--- config.mk ---
export PLATFORM = sky130hd
export DESIGN_NAME = hb_trip_pwm
export DESIGN_NICKNAME = d
export VERILOG_FILES = /design/src/rtl/hbpwm_pkg.sv /design/src/rtl/hbpwm_ramp.sv /design/src/rtl/hbpwm_trip.sv /design/src/rtl/hbpwm_seq.sv /design/src/rtl/hb_trip_pwm.sv
export SDC_FILE = /design/constraint.sdc
export NUM_CORES = 1
export LEC_CHECK = 0
export BUFFER_PORTS_ARGS = -buffer_cell sky130_fd_sc_hd__buf_2
export CORE_UTILIZATION = 45
export CTS_CLUSTER_SIZE = 14
export DETAILED_ROUTE_END_ITERATION = 8
export HOLD_SLACK_MARGIN = 0.15
export PLACE_DENSITY = 0.68
export SLEW_MARGIN = 15
export SYNTH_ARGS = -nofsm -noshare
export SYNTH_HDL_FRONTEND = slang
export SYNTH_SLANG_ARGS = --single-unit
--- constraint.sdc ---
create_clock -name clk -period 6.2 [get_ports clk]
set_clock_uncertainty 0.2 [all_clocks]
set_input_delay 0.62 -clock clk [delete_from_list [all_inputs] [get_ports clk]]
set_output_delay 0.62 -clock clk [all_outputs]
set_load 0.005 [all_outputs]
--- src/rtl/hbpwm_pkg.sv ---
package hbpwm_pkg;
  typedef enum logic [2:0] {
    PH_IDLE  = 3'd0,
    PH_DEADH = 3'd1,
    PH_HIGH  = 3'd2,
    PH_DEADL = 3'd3,
    PH_LOW   = 3'd4
  } phase_e;
endpackage

--- src/rtl/hbpwm_ramp.sv ---
module hbpwm_ramp #(
  parameter int DATA_W = 12
) (
  input  logic              clk,
  input  logic              rst_n,
  input  logic              load,
  input  logic              run,
  input  logic [DATA_W-1:0] ctrl_word,
  input  logic [DATA_W-1:0] slope_step,
  output logic [DATA_W-1:0] thr
);
  logic [DATA_W-1:0] thr_q;
  logic [DATA_W-1:0] thr_dec;

  // floor at zero instead of wrapping
  assign thr_dec = (thr_q > slope_step) ? (thr_q - slope_step) : '0;

  always_ff @(posedge clk or negedge rst_n) begin
    if (!rst_n)     thr_q <= '0;
    else if (load)  thr_q <= ctrl_word;
    else if (run)   thr_q <= thr_dec;
  end

  assign thr = thr_q;

  assert_load_ctrl_R9: assert property (@(posedge clk) disable iff (!rst_n)
    load |=> thr_q == $past(ctrl_word));

  assert_ramp_falls_R3: assert property (@(posedge clk) disable iff (!rst_n)
    (run && !load) |=> thr_q <= $past(thr_q));
endmodule

--- src/rtl/hbpwm_trip.sv ---
module hbpwm_trip #(
  parameter int DATA_W = 12,
  parameter int TIME_W = 10
) (
  input  logic              in_high,
  input  logic [TIME_W-1:0] cnt,
  input  logic [TIME_W-1:0] blank_cyc,
  input  logic [DATA_W-1:0] smp_data,
  input  logic              smp_valid,
  input  logic [DATA_W-1:0] thr,
  output logic              trip
);
  logic crossed;
  logic unblanked;

  assign crossed   = smp_valid && (smp_data >= thr);
  assign unblanked = (cnt >= blank_cyc);
  assign trip      = in_high && crossed && unblanked;
endmodule

--- src/rtl/hbpwm_seq.sv ---
module hbpwm_seq
  import hbpwm_pkg::*;
#(
  parameter int TIME_W = 10,
  parameter int DEAD_W = 6
) (
  input  logic              clk,
  input  logic              rst_n,
  input  logic              en,
  input  logic              trip,
  input  logic [DEAD_W-1:0] dead_cyc,
  input  logic [TIME_W-1:0] ton_min,
  input  logic [TIME_W-1:0] ton_max,
  output phase_e            phase,
  output logic [TIME_W-1:0] cnt,
  output logic              load,
  output logic              run
);
  phase_e            ph_q, ph_n;
  logic [TIME_W-1:0] cnt_q, cnt_inc, ton_lat;
  logic              tripped;
  logic              dead_done, hi_end, lo_end;

  // saturating increment: elapsed cycles including the current one
  assign cnt_inc   = (&cnt_q) ? cnt_q : cnt_q + 1'b1;
  assign dead_done = (cnt_inc >= TIME_W'(dead_cyc));
  assign hi_end    = (((tripped || trip) && (cnt_inc >= ton_min)) ||
                      (cnt_inc >= ton_max));
  assign lo_end    = (cnt_inc >= ton_lat);

  always_comb begin
    ph_n = ph_q;
    case (ph_q)
      PH_IDLE:  ph_n = PH_DEADH;
      PH_DEADH: if (dead_done) ph_n = PH_HIGH;
      PH_HIGH:  if (hi_end)    ph_n = PH_DEADL;
      PH_DEADL: if (dead_done) ph_n = PH_LOW;
      PH_LOW:   if (lo_end)    ph_n = PH_DEADH;
      default:  ph_n = PH_IDLE;
    endcase
    if (!en) ph_n = PH_IDLE;
  end

  always_ff @(posedge clk or negedge rst_n) begin
    if (!rst_n) begin
      ph_q    <= PH_IDLE;
      cnt_q   <= '0;
      ton_lat <= TIME_W'(1);
      tripped <= 1'b0;
    end else begin
      ph_q    <= ph_n;
      cnt_q   <= (ph_n != ph_q) ? '0 : cnt_inc;
      if (ph_q == PH_HIGH && ph_n != PH_HIGH) ton_lat <= cnt_inc;
      tripped <= (ph_q == PH_HIGH && ph_n == PH_HIGH) ? (tripped || trip) : 1'b0;
    end
  end

  assign phase = ph_q;
  assign cnt   = cnt_q;
  assign load  = (ph_q != PH_HIGH) && (ph_n == PH_HIGH);
  assign run   = (ph_q == PH_HIGH);

  assert_idle_when_off_R1: assert property (@(posedge clk) disable iff (!rst_n)
    !en |=> ph_q == PH_IDLE);

  assert_max_clamp_R6: assert property (@(posedge clk) disable iff (!rst_n)
    (ph_q == PH_HIGH && cnt_inc >= ton_max) |=> ph_q != PH_HIGH);

  assert_gap_after_high_R7: assert property (@(posedge clk) disable iff (!rst_n)
    (ph_q != PH_HIGH && $past(ph_q) == PH_HIGH) |-> (ph_q == PH_DEADL || ph_q == PH_IDLE));

  assert_gap_after_low_R7: assert property (@(posedge clk) disable iff (!rst_n)
    (ph_q != PH_LOW && $past(ph_q) == PH_LOW) |-> (ph_q == PH_DEADH || ph_q == PH_IDLE));

  assert_low_len_R8: assert property (@(posedge clk) disable iff (!rst_n)
    (ph_q == PH_LOW) |-> cnt_q < ton_lat);
endmodule

--- src/rtl/hb_trip_pwm.sv ---
module hb_trip_pwm
  import hbpwm_pkg::*;
#(
  parameter int DATA_W = 12,
  parameter int TIME_W = 10,
  parameter int DEAD_W = 6
) (
  input  logic              clk,
  input  logic              rst_n,
  input  logic              en,
  input  logic [DATA_W-1:0] ctrl_word,
  input  logic [DATA_W-1:0] slope_step,
  input  logic [DEAD_W-1:0] dead_cyc,
  input  logic [TIME_W-1:0] blank_cyc,
  input  logic [TIME_W-1:0] ton_min,
  input  logic [TIME_W-1:0] ton_max,
  input  logic [DATA_W-1:0] smp_data,
  input  logic              smp_valid,
  output logic              smp_ready,
  output logic              gate_hi,
  output logic              gate_lo
);
  phase_e            phase;
  logic [TIME_W-1:0] cnt;
  logic [DATA_W-1:0] thr;
  logic              load, run, trip;

  hbpwm_seq #(.TIME_W(TIME_W), .DEAD_W(DEAD_W)) u_seq (
    .clk(clk), .rst_n(rst_n), .en(en), .trip(trip),
    .dead_cyc(dead_cyc), .ton_min(ton_min), .ton_max(ton_max),
    .phase(phase), .cnt(cnt), .load(load), .run(run)
  );

  hbpwm_ramp #(.DATA_W(DATA_W)) u_ramp (
    .clk(clk), .rst_n(rst_n), .load(load), .run(run),
    .ctrl_word(ctrl_word), .slope_step(slope_step), .thr(thr)
  );

  hbpwm_trip #(.DATA_W(DATA_W), .TIME_W(TIME_W)) u_trip (
    .in_high(run), .cnt(cnt), .blank_cyc(blank_cyc),
    .smp_data(smp_data), .smp_valid(smp_valid), .thr(thr), .trip(trip)
  );

  assign smp_ready = 1'b1;
  assign gate_hi   = en && (phase == PH_HIGH);
  assign gate_lo   = en && (phase == PH_LOW);

  assert_off_gates_low_R1: assert property (@(posedge clk) disable iff (!rst_n)
    (!en && !$past(en)) |-> (phase == PH_IDLE));

  assert_invalid_no_trip_R10: assert property (@(posedge clk) disable iff (!rst_n)
    (run && !smp_valid && cnt + 1'b1 < ton_max && cnt < {TIME_W{1'b1}}) |=> phase == PH_HIGH);
endmodule

Word-level counts from Yosys, hierarchy flattened
Index checks and enable logic that the tools add are counted.
- memory bits (read-only): 0
- memories: 0
- word-level logic and storage cells: 48
- bits in latches: 0
- bits of input ports: 76
- output and inout port bits: 3
- register bits: 36
- memory bits (writable): 0
- reductions and logical operators: 14
- shifts and indexed selects: 0
- multiplexer cells: 12
- add/subtract/negate cells: 2
- $lt $le $gt $ge: 7
- eq/ne operators: 8
- $mul: 0
- div/mod/pow operators: 0
- bitwise operators: 0
- operator list (operator ; number):
    >= comparator 10 bit ; 4
    two-way mux 12 bit ; 3
    two-way mux 10 bit ; 2
    two-way mux 3 bit ; 5
    case mux 3 bit (5 select lines) ; 1
    >= comparator 12 bit ; 1
    > comparator 12 bit ; 1
    subtractor 12 bit ; 1
    adder 10 x 1 -> 10 bit, second input constant ; 1
    >= comparator 10 x 6 -> 1 bit ; 1
    AND reduction 10 bit ; 1
    equality test 3 x 2 -> 1 bit, second input constant ; 3
    logical AND 1 bit ; 9
    inequality test 3 x 2 -> 1 bit, second input constant ; 2
    equality test 3 x 1 -> 1 bit, second input constant ; 1
    equality test 3 bit, second input constant ; 1
    logical NOT 3 bit ; 1
    inequality test 3 bit ; 1
    logical OR 1 bit ; 2
    nonzero test 2 bit ; 1
    two-way mux 1 bit ; 1

Depth between registers and ports, before layout
Gate-level depths: netlist (run 1).
- word-level depth: 13
- depth in mapped cells: 18
- depth with buffers taken out: 16

Cells and area by module
From an unflattened synthesis (run 1), not the netlist that was laid out.
- cells, all modules: 448
- area total of the unflattened synthesis: 3878.7 µm²
- by module, submodules not included (module ; times used ; cells each ; area an instance (µm²) ; sequential area each (µm²)):
    hbpwm_seq ; 1 ; 251 ; 2244.7 ; 601.8
    hbpwm_ramp ; 1 ; 118 ; 1037.2 ; 300.3
    hbpwm_trip ; 1 ; 75 ; 560.5 ; 0.0
    hb_trip_pwm ; 1 ; 4 ; 36.3 ; 0.0

Worst setup path after synthesis (run 1)
No wires, ideal clock.
- path kind: reg-to-reg
- start: reg u_seq.cnt_q[0], in the netlist u_seq.cnt[0]
- end: reg u_ramp.thr_q[10], in the netlist u_ramp.thr[10]
- path slack: 2.587 ns
- library setup time: 0.130 ns
- buffers on the path: 1
- arrival time: 3.282 ns
- data required time: 5.870 ns
- clock period less this slack: 3.613 ns
- cell stages (with the launch flop): 17
- cells stage by stage: dfrtp_1 -> ha_1 -> nand3_1 -> nor2_1 -> nand4_1 -> nand4_1 -> nor2_1 -> xor2_1 -> ha_1 -> and3_1 -> a211oi_1 -> a41oi_2 -> mux2i_1 -> nand4_1 -> nand2_1 -> buf_2 -> o21ai_0
- word-level cells in the longest chain between the ends: 11
- elaborated cells on any way between the ends: 22
- classes of those cells: 1 x add/sub; 5 x order compare; 1 x eq/ne; 8 x mux; 7 x reduce/logical
- RTL lines (item ; RTL line ; source):
    from (decl) ; hbpwm_seq.sv:20 ; logic [TIME_W-1:0] cnt_q, cnt_inc, ton_lat;
    from (signal assigned) ; hbpwm_seq.sv:52 ; cnt_q <= (ph_n != ph_q) ? '0 : cnt_inc;
    adder 10 x 1 -> 10 bit or AND reduction 10 bit (tied branches) ; hbpwm_seq.sv:25 ; assign cnt_inc = (&cnt_q) ? cnt_q : cnt_q + 1'b1;
    two-way mux 10 bit * ; hbpwm_seq.sv:25 ;
    net u_seq.cnt_inc[5] ; hbpwm_seq.sv:20 ;
    >= comparator 10 bit ; hbpwm_seq.sv:27 ; assign hi_end = (((tripped || trip) && (cnt_inc >= ton_min)) ||
    logical AND 1 bit ; hbpwm_seq.sv:27 ;
    logical OR 1 bit ; hbpwm_seq.sv:27 ;
    two-way mux 3 bit ; hbpwm_seq.sv:36 ; PH_HIGH: if (hi_end) ph_n = PH_DEADL;
    case mux 3 bit (5 select lines) * ; hbpwm_seq.sv:33 ; case (ph_q)
    two-way mux 3 bit * ; hbpwm_seq.sv:41 ; if (!en) ph_n = PH_IDLE;
    net u_seq.ph_n[1] ; hbpwm_seq.sv:19 ; phase_e ph_q, ph_n;
    equality test 3 x 2 -> 1 bit * ; hbpwm_seq.sv:60 ; assign load = (ph_q != PH_HIGH) && (ph_n == PH_HIGH);
    logical AND 1 bit * ; hbpwm_seq.sv:60 ;
    two-way mux 12 bit or nonzero test 2 bit (tied branches) ; n/a ;
    to (signal assigned) ; hbpwm_ramp.sv:20 ; else if (load) thr_q <= ctrl_word;
    to (signal assigned) ; hbpwm_ramp.sv:21 ; else if (run) thr_q <= thr_dec;
    to (decl) ; hbpwm_ramp.sv:12 ; logic [DATA_W-1:0] thr_q;
The timed path passes the listed nets; every way through them passes the cells marked *.
A chain may end at the register's enable or synchronous reset.

Worst setup path after layout (run 1)
- start: reg u_seq.cnt_q[0], in the netlist u_seq.cnt[0]
- end: reg u_ramp.thr_q[2], in the netlist u_ramp.thr[2]
Same word-level chain as after synthesis.

==> results of run 1 <==
-- state kept, by name, indices dropped and copies added (netlist names) --
name,flops
u_ramp.thr,12
u_seq.cnt,10
u_seq.phase,3
u_seq.ton_lat,10
u_seq.tripped,1
-- worst max-delay path, delay by kind of cell, from the launching register on --
kind                     cells  cell delay, ns
flip-flops                   1            0.42
XOR/XNOR                     1            0.45
adder cells (fa/ha/maj)      2            0.59
AND/OR/NAND/NOR              8            1.61
AO/OA/AOI/OAI                3            0.77
multiplexers                 1            0.22
-- layout by cell type (no fill, tap or decap), types with 6 or more instances in the layout --
master	synthesis	final
inv_1	78	78
buf_2	4	77
ha_1	71	71
dfrtp_1	35	35
o21ai_0	28	28
nand2_1	27	27
a21oi_1	25	25
nor2_1	24	24
a21o_1	13	13
nand3_1	11	11
a22oi_1	11	11
nor2b_1	9	9
nand4_1	8	8
xnor2_1	7	7
o21a_1	6	6
nor3_1	6	6
nand2b_1	6	6
-- cell families (layout without fill, tap and decap cells) --
family	Yosys count	count (layout)	share of synthesized area
DFF	36	36	0.244
other	1	1	0.00101
muxes	5	5	0.0139
adders and majority gates	72	72	0.246
buffers and inverters	87	165	0.0937
AOI/OAI and AO/OA	123	123	0.225
xor gates and xnor gates	12	12	0.0284
and+or+nand+nor	109	109	0.148
-- power breakdown --
part | internal [uW] | leakage, uW | switching [uW]
clock network | 119 | 0.0000541 | 90.9
registers | 292 | 0.000479 | 32.6
logic | 248 | 0.00177 | 313
-- synth_stat cells, types with 5 or more instances --
master | n | area share
inv_1 | 78 | 0.079
ha_1 | 71 | 0.24
dfrtp_1 | 35 | 0.24
o21ai_0 | 28 | 0.038
nand2_1 | 27 | 0.027
a21oi_1 | 25 | 0.034
nor2_1 | 24 | 0.024
a21o_1 | 13 | 0.026
a22oi_1 | 11 | 0.022
nand3_1 | 11 | 0.015
nor2b_1 | 9 | 0.015
nand4_1 | 8 | 0.014
xnor2_1 | 7 | 0.017
nand2b_1 | 6 | 0.010
nor3_1 | 6 | 0.0081
o21a_1 | 6 | 0.012
a211oi_1 | 5 | 0.010
a31oi_1 | 5 | 0.0085
and3_1 | 5 | 0.0085
xor2_1 | 5 | 0.012
-- metrics by stage --
step                      worst slack, ns   util
after floorplan                      2.59      -
after global placement               2.01  0.532
after detailed placement             1.89  0.532
after CTS                            1.87  0.546
after global routing                 1.44  0.546
final                                1.81  0.546
-- how the worst min path moves through the flow --
stage                                  end             start  depth (start not counted)  slack [ns]
after floorplan              u_ramp.thr[0]             rst_n                          0        0.12
after global placement    u_seq.ton_lat[0]  u_seq.ton_lat[0]                          2        0.26
after detailed placement  u_seq.ton_lat[0]  u_seq.ton_lat[0]                          2        0.27
after CTS                     u_seq.cnt[9]             rst_n                          1        0.25
after global routing      u_seq.ton_lat[1]             rst_n                          1        0.30
final                     u_seq.ton_lat[4]             rst_n                          1        0.23
-- layer usage --
metal  part of all wire  vias to the layer above
met1               0.50                     1523
met3              0.041                        8
met2               0.45                       81
met5                  0                        -
met4              0.011                        0
li1                   -                     1728
-- cell type report --
type | count | area share
multi-input combinational | 322 | 0.572
clock buffer | 5 | 0.0161
timing repair buffer | 79 | 0.0935
sequential | 36 | 0.211
clock inverter | 3 | 0.00993
inverter | 78 | 0.0684
tap | 102 | 0.0298
==> flow_summary.ini, run 1 <==
[run_status]
outcome = completed

[timing]
final_hold_viol_count = 0
setup_tns_ns = 0
worst_pin_slew_ns = 0.838
slew_headroom = 0.441
finalCritPeriodShare = 0.708
finalCriticalPeriod_ns = 4.39
max_freq_mhz = 228
finalSetupViolCount = 0
whs_ns = 0.227
slew_viol_final = 0
rsz0062_at_grt = false

[worst_setup_path]
worstPathArrival_ns = 4.34
crit_end = u_ramp.thr[2]
cp-end-kind = flop
critPathMaxFanout = 12
crit_path_start_kind = flop
worstRegToRegCells = 15
cp_slowest_cell = xor2_1
r2r_start = u_seq.cnt[0]
crit_chain = ha_1 > nand3_1 > nor2_1 > nand4_1 > nand4_1 > nor2_1 > xor2_1 > ha_1 > and3_1 > a211oi_1 > a41oi_2 > mux2i_1 > nand4_1 > nand2_1 > o21ai_0
critPathKind = reg -> reg
startpoint = u_seq.cnt[0]
cpPeakStageDelay_ns = 0.45
r2r_end = u_ramp.thr[2]
cpMostUsedCell = nand4_1
cp.required_ns = 6.15
r2r_slack_ns = 1.81

[drt]
drc = 0
vias = 3340
wirelength_microns = 8650
routedWlPerCell_microns = 13.8
ant_nets = 0
viasPerCell = 5.34
drt_iter0_markers = 153
firstDrtPassIters = 4

[floorplan]
dieArea_sq_um = 8580
num_rows = 32
die_x_microns = 92.6
die_h_microns = 92.6
io_pins = 79
coreArea_sq_um = 7850
start_util = 0.471

[synth]
synth_ff_type = dfrtp_1
synth_edf_count = 0
ys_warn_count = 0
postSynthAreaPerCell_sq_um = 8.31
ys_seq_area_frac = 0.244
synth_fp_nets = 593
syn-instance-count = 445
yosysUniqueCellTypes = 55
synth_seq_cells = 36
synthesis.area_sq_um = 3700
async_flop_share = 1.00

[layout]
multiInputGateArea_sq_um = 2450
nets = 670
final_cells = 625
design_area_sq_um = 4280
fillers = 770
antennaDiodeCount = 0
drive_above_1_share = 0.189
regArea_sq_um = 902
areaGrowthSynthToFinish_pct = 15.8

[global_routing]
grt_pass1_vias = 3252
antenna_found_initial = 0
met2_usage = 0.335
grt_max_degree = 37
grtUsageMet3 = 0.0304
grt_busiest_layer = met2
overflow = 0
grt_use_met1 = 0.305
grt_usage = 0.213
grt_pass1_wl_microns = 14600

[clocking]
cts-root-buf = clkbuf_8
cts_tree = built
cts_buffers = 5
cts_max_level = 2
cts_resized = 0
cts.sinks = 36
cts_buffer_depth = 2
worstSkewPairLatency_ns = 0.29
ctsHoldBuffers = 0
post_cts_buffers = 0
clkTransAtPathRegs_ns = 0.08

[placement]
place_inst = 617
dp_hpwl_microns = 7060
place_area_sq_um = 4170
port_buffers = 77
place_congestion = 0.858

[flow_run]
max_cap_violations = 0

[pwr]
leakagePower_uw = 0.00231
p_per_area_nw_per_um2 = 256
total_power_uw = 1100
peakVddDrop_v = 0.000118

[hold_path]
hp-class = in -> async
(Power assumes the default switching activity.)
==> inputs of run 2 (changes only) <==
ABC_AREA = 1   (was not set)
PLACE_DENSITY = 0.67   (was 0.68)
clock period = 4.05 ns   (was 6.2 ns; I/O delays follow)
==> run 2 against run 1 <==
Against the previous run: die area grew 7.9%; first-iteration DRC count increased by 33%; setup slack lost 1.4 ns; wire length up 11%; clock power grew 110%; sequential share of layout area decreased by 2.3 points; synthesized area increased by 8.1%; hold slack got worse by 0.072 ns.
==> flow_summary.ini, run 2 <==
[placement]
port_buffers = 77
pre_cts_slack_ns = 0.345
dp_hpwl_microns = 7680
place_congestion = 0.911
place_inst = 773

[drt]
drc = 0
wirelength_microns = 9570
ant_nets = 0
firstDrtPassIters = 4
viasPerCell = 4.95
routedWlPerCell_microns = 12.1
vias = 3908
drt_iter0_markers = 203

[timing]
finalSetupViolCount = 0
finalCritPeriodShare = 0.889
slew_headroom = 0.434
rsz0062_at_grt = false
slew_viol_final = 0
setup_tns_ns = 0
max_freq_mhz = 278
postLayoutSetupSlackWorst_ns = 0.450
worst_pin_slew_ns = 0.849
final_hold_viol_count = 0
finalCriticalPeriod_ns = 3.60

[layout]
antennaDiodeCount = 0
largest_reg_flops = 12
nets = 829
final_cells = 790
final_cell_mix = 136 x nand2_1, 121 x inv_1, 77 x buf_2
drive_above_1_share = 0.176
fillers = 840
areaGrowthSynthToFinish_pct = 20.0
final_common_cell = nand2_1

[worst_setup_path]
critPathKind = reg -> reg
critPathMaxFanout = 10
crit_path_start_kind = flop
worstPathArrival_ns = 3.58
crit_chain = ha_1 > inv_1 > nor2_2 > nand4_2 > inv_1 > nor2_1 > xor2_2 > ha_1 > nand2_1 > o21ai_0 > a21oi_1 > nand4_1 > a21oi_1 > nand3_1 > nand2_1 > nand3_4 > buf_4 > nand3_1 > nand3_1
cp-end-kind = flop
cp_top_family = simple AND/OR/NAND/NOR gates
cp.required_ns = 4.03
cpMostUsedCell = nand3_1
cpPeakStageDelay_ns = 0.42
cp_slowest_cell = dfrtp_1
cp_num_buf_inv = 3
r2r_slack_ns = 0.45

[synth]
ys_seq_area_frac = 0.226
async_flop_share = 1.00
syn-instance-count = 586
synth_fp_nets = 734
synth_ff_type = dfrtp_1
ys_top_cells_by_area = ha_1 22%, dfrtp_1 22%, nand2_1 13%, inv_1 11%, nand3_1 6.1%
synth_top_area_frac = 0.222
synthesis.area_sq_um = 4000
synth_edf_count = 0
postSynthAreaPerCell_sq_um = 6.82
synth_seq_cells = 36
yosysUniqueCellTypes = 32
ys_warn_count = 0
yosysMostFrequentCell = nand2_1
synth_area_leader_cell = ha_1
synth_common_cells = 136 x nand2_1, 122 x inv_1, 71 x ha_1, 49 x nand3_1, 47 x nor2_1

[clocking]
worstSkewPairLatency_ns = 0.29
cts_max_level = 2
cts_tree = built
cts.sinks = 36
cts_buffer_depth = 2
cts_buffers = 5
clkTransAtPathRegs_ns = 0.08
post_cts_buffers = 0
cts-root-buf = clkbuf_8

[floorplan]
die_h_microns = 96.2
dieArea_sq_um = 9260
num_rows = 34
start_util = 0.460
io_pins = 79
die_x_microns = 96.2
coreArea_sq_um = 8680

[global_routing]
grt_usage = 0.215
overflow = 0
grt_max_degree = 37
grt_pass1_wl_microns = 15500
grt_pass1_vias = 3626
antenna_found_initial = 0

[flow_run]
max_cap_violations = 0

[pwr]
p_per_area_nw_per_um2 = 394
peakVddDrop_v = 0.000211
leakagePower_uw = 0.00281

[hold_path]
hp-class = in -> reg

[run_status]
outcome = completed
[run 2: cell count changes after synthesis, sizes merged, moves of 11 or more]
cell / delta
a22oi: -11
o21ai: -20
nand2: +112
nand3: +42
a21oi: +14
inv: +45
nor2: +29
[run 2: logic make-up (layout without fill, tap and decap cells)]
family	Yosys count	in the layout	share of synthesized area
fa+ha+maj	72	72	0.227
other cells	1	1	0.000938
simple gates	275	275	0.310
buf+inv	129	225	0.127
flops	36	36	0.226
compound gates	67	67	0.0939
xor+xnor	6	6	0.0150
[run 2: path summary, 6_finish.rpt]
check                                 start  cells past startpoint                to
hold reg to reg            u_seq.ton_lat[0]                      2  u_seq.ton_lat[0]
hold / removal                 ctrl_word[8]                      3     u_ramp.thr[8]
setup / recovery               u_seq.cnt[0]                     19     u_ramp.thr[0]
setup reg to reg               u_seq.cnt[0]                     19     u_ramp.thr[0]
min in group asynchronous             rst_n                      2     u_ramp.thr[7]
max in group asynchronous             rst_n                      2     u_ramp.thr[8]
[run 2: worst reg2reg max path, cell delays in order, from the launching register on]
cell and delay, ns:
dfrtp_1 0.42, ha_1 0.21, inv_1 0.11, nor2_2 0.08, nand4_2 0.13, inv_1 0.09, nor2_1 0.18, xor2_2 0.33
ha_1 0.30, nand2_1 0.10, o21ai_0 0.09, a21oi_1 0.13, nand4_1 0.12, a21oi_1 0.18, nand3_1 0.14, nand2_1 0.16
nand3_4 0.16, buf_4 0.22, nand3_1 0.07, nand3_1 0.07
[run 2: report_power, final]
| part | total [uW] | internal (uW) | switching (uW) |
|---|---|---|---|
| Combinational | 920 | 388 | 532 |
| Sequential | 520 | 440 | 79.6 |
| Clock | 449 | 308 | 141 |
| Total | 1890 | 1140 | 752 |
[run 2: area by class of cell]
class                           count  area [sq um]  area share
Clock inverter                      3          90.1      0.0188
Inverter                          123           462      0.0963
Tap cell                          108           135      0.0282
Timing Repair Buffer               94           536       0.112
Multi-Input combinational cell    421          2600       0.543
Sequential cell                    36           902       0.188
Clock buffer                        5          68.8      0.0143
[run 2: routing by layer]
| metal | global-route usage | vias to the layer above | part of all wire |
|---|---|---|---|
| li1 | - | 2060 | - |
| met2 | 0.388 | 64 | 0.50 |
| met3 | 0.0174 | 6 | 0.030 |
| met1 | 0.278 | 1778 | 0.46 |
| met4 | 0.0473 | 0 | 0.0071 |
| met5 | 0 | - | 0 |
[run 2: timing repair]
item                                    CTS  global route
gates resized for setup                   0             4
endpoints found under the setup margin    0            22
hold buffers                              9             0
hold endpoints to repair                 43             0
[run 2: metrics by stage]
| step | total power, uW | util | hold WS [ns] | area, sq um |
|---|---|---|---|---|
| floorplan | 1190 | - | -0.0906 | 4000 |
| detailed placement | 1440 | 0.522 | 0.262 | 4530 |
| global placement | 1390 | 0.522 | 0.254 | 4530 |
| CTS | 1900 | 0.551 | 0.153 | 4780 |
| finish | 1890 | 0.553 | 0.155 | 4800 |
| global route | 2080 | 0.553 | 0.162 | 4800 |
==> inputs of run 3 (changes only) <==
clock period = 3.8 ns   (was 4.05 ns; I/O delays follow)
==> run 3 against run 2 <==
Against the previous run: wire length increased by 1.8%; core utilization increased by 0.39 points; sequential cell count unchanged; cell count increased by 1.1%; die area unchanged; combinational power increased by 9.8%; power decreased by 1.8%; critical path depth unchanged; critical endpoint is now u_ramp.thr[1]; largest cell class unchanged.
==> flow_summary.ini, run 3 (synthesized netlist as in run 2, its figures left out) <==
[layout]
antennaDiodeCount = 0
final_cell_mix = 135 x nand2_1, 121 x inv_1, 77 x buf_2
drive_above_1_share = 0.179
final_common_cell = nand2_1
areaGrowthSynthToFinish_pct = 20.9
largest_reg_flops = 12
design_area_sq_um = 4830
nets = 838

[placement]
dp_hpwl_microns = 7740
place_congestion = 0.902
place_area_sq_um = 4540
port_buffers = 77

[drt]
wirelength_microns = 9740
viasPerCell = 5.01
firstDrtPassIters = 4
vias = 4004
drt_iter0_markers = 201
drc = 0
routedWlPerCell_microns = 12.2
ant_nets = 0

[timing]
setup_tns_ns = 0
slew_viol_final = 0
max_freq_mhz = 289
worst_pin_slew_ns = 0.826
slew_headroom = 0.449
rsz0062_at_grt = false
final_hold_viol_count = 0
finalSetupViolCount = 0
finalCritPeriodShare = 0.909
finalCriticalPeriod_ns = 3.45

[pwr]
peakVddDrop_v = 0.000220
leakagePower_uw = 0.00283
p_per_area_nw_per_um2 = 384

[worst_setup_path]
worstPathArrival_ns = 3.44
worstRegToRegCells = 19
r2r_end = u_ramp.thr[1]
r2r_start = u_seq.cnt[0]
cp.required_ns = 3.78
crit_path_start_kind = flop
cp-end-kind = flop
critPathMaxFanout = 9
critPathKind = reg -> reg
r2r_slack_ns = 0.35

[global_routing]
grt_pass1_wl_microns = 15900
grt_pass1_vias = 3674
grt_max_degree = 37
grt_usage = 0.221
antenna_found_initial = 0
overflow = 0

[floorplan]
num_rows = 34
coreArea_sq_um = 8680
io_pins = 79
dieArea_sq_um = 9260
die_x_microns = 96.2
start_util = 0.460
die_h_microns = 96.2

[hold_path]
hold_path_depth = 3
hp-class = in -> reg
hp-start = en
whs_endpoint = u_seq.phase[2]

[clocking]
cts_buffer_depth = 2
clkTransAtPathRegs_ns = 0.07
cts_buffers = 5
worstSkewPairLatency_ns = 0.30
cts.sinks = 36
cts_tree = built
cts-root-buf = clkbuf_8
cts_max_level = 2

[run_status]
outcome = completed

[flow_run]
max_cap_violations = 0
run 3: cell count changes in the layout (fill, tap and decap cells not counted), sizes merged:
cell,delta
dlygate4sd3,+4
clkbuf,+3
bufinv,-3
buf,+5
run 3: through the flow:
step | hold WS, ns | setup WS [ns] | power, uW | cells | utilization
2_1_floorplan | -0.116 | 0.654 | 1270 | 586 | -
3_3_place_gp | 0.251 | 0.208 | 1490 | 774 | 0.523
3_5_place_dp | 0.259 | 0.0878 | 1540 | 774 | 0.523
4_1_cts | 0.200 | 0.0409 | 1840 | 795 | 0.548
5_1_grt | 0.235 | 0.0199 | 2050 | 799 | 0.557
6_report | 0.228 | 0.346 | 1850 | 799 | 0.557
run 3: final cells by class:
cell class	count	area [sq um]
sequential	36	902
inverter	123	462
multi-input combinational	421	2620
timing repair buffer	103	617
fill	867	3850
clock buffer	8	90.1
tap	108	135
run 3: power breakdown:
| part | switching (uW) | leakage (uW) | internal (uW) |
|---|---|---|---|
| logic | 580 | 0.00231 | 428 |
| clock network | 144 | 0.0000455 | 148 |
| registers | 84.1 | 0.000480 | 470 |
| total | 808 | 0.00283 | 1050 |
run 3: critical path, cell delays in order (launching register included):
cell and delay (ns):
dfrtp_1 0.42, ha_1 0.21, inv_1 0.12, nor2_4 0.07, nand4_4 0.10, inv_1 0.07
nor2_1 0.19, xor2_2 0.30, ha_1 0.29, nand2_1 0.10, o21ai_0 0.10, a21oi_1 0.15
nand4_1 0.12, a21oi_1 0.16, nand3_1 0.13, nand2_2 0.12, nand3_4 0.14, buf_4 0.20
nand3_1 0.07, nand3_1 0.07
run 3: worst max path at each step:
stage          depth (start not counted)          endpoint  slack, ns         start
2_1_floorplan                         19    u_ramp.thr[10]       0.65  u_seq.cnt[0]
3_3_place_gp                          21  u_seq.ton_lat[9]       0.21  u_seq.cnt[1]
3_5_place_dp                          19  u_seq.ton_lat[8]       0.09  u_seq.cnt[1]
4_1_cts                               19  u_seq.ton_lat[8]       0.04  u_seq.cnt[1]
5_1_grt                               19  u_seq.ton_lat[2]       0.02  u_seq.cnt[0]
6_report                              19     u_ramp.thr[1]       0.35  u_seq.cnt[0]
run 3: routing by layer:
layer	track usage	vias up	wire length [microns]
met5	0	-	0
met4	0.0498	0	123
met3	0.0261	10	391
met2	0.387	77	4780
met1	0.288	1834	4440
li1	-	2083	-
run 3: what timing repair did:
action	4_1_cts	5_1_grt
setup endpoints to repair	0	33
gates resized for setup	0	9
buffers inserted	0	4
endpoints found under the hold margin	47	0
hold buffers	13	0
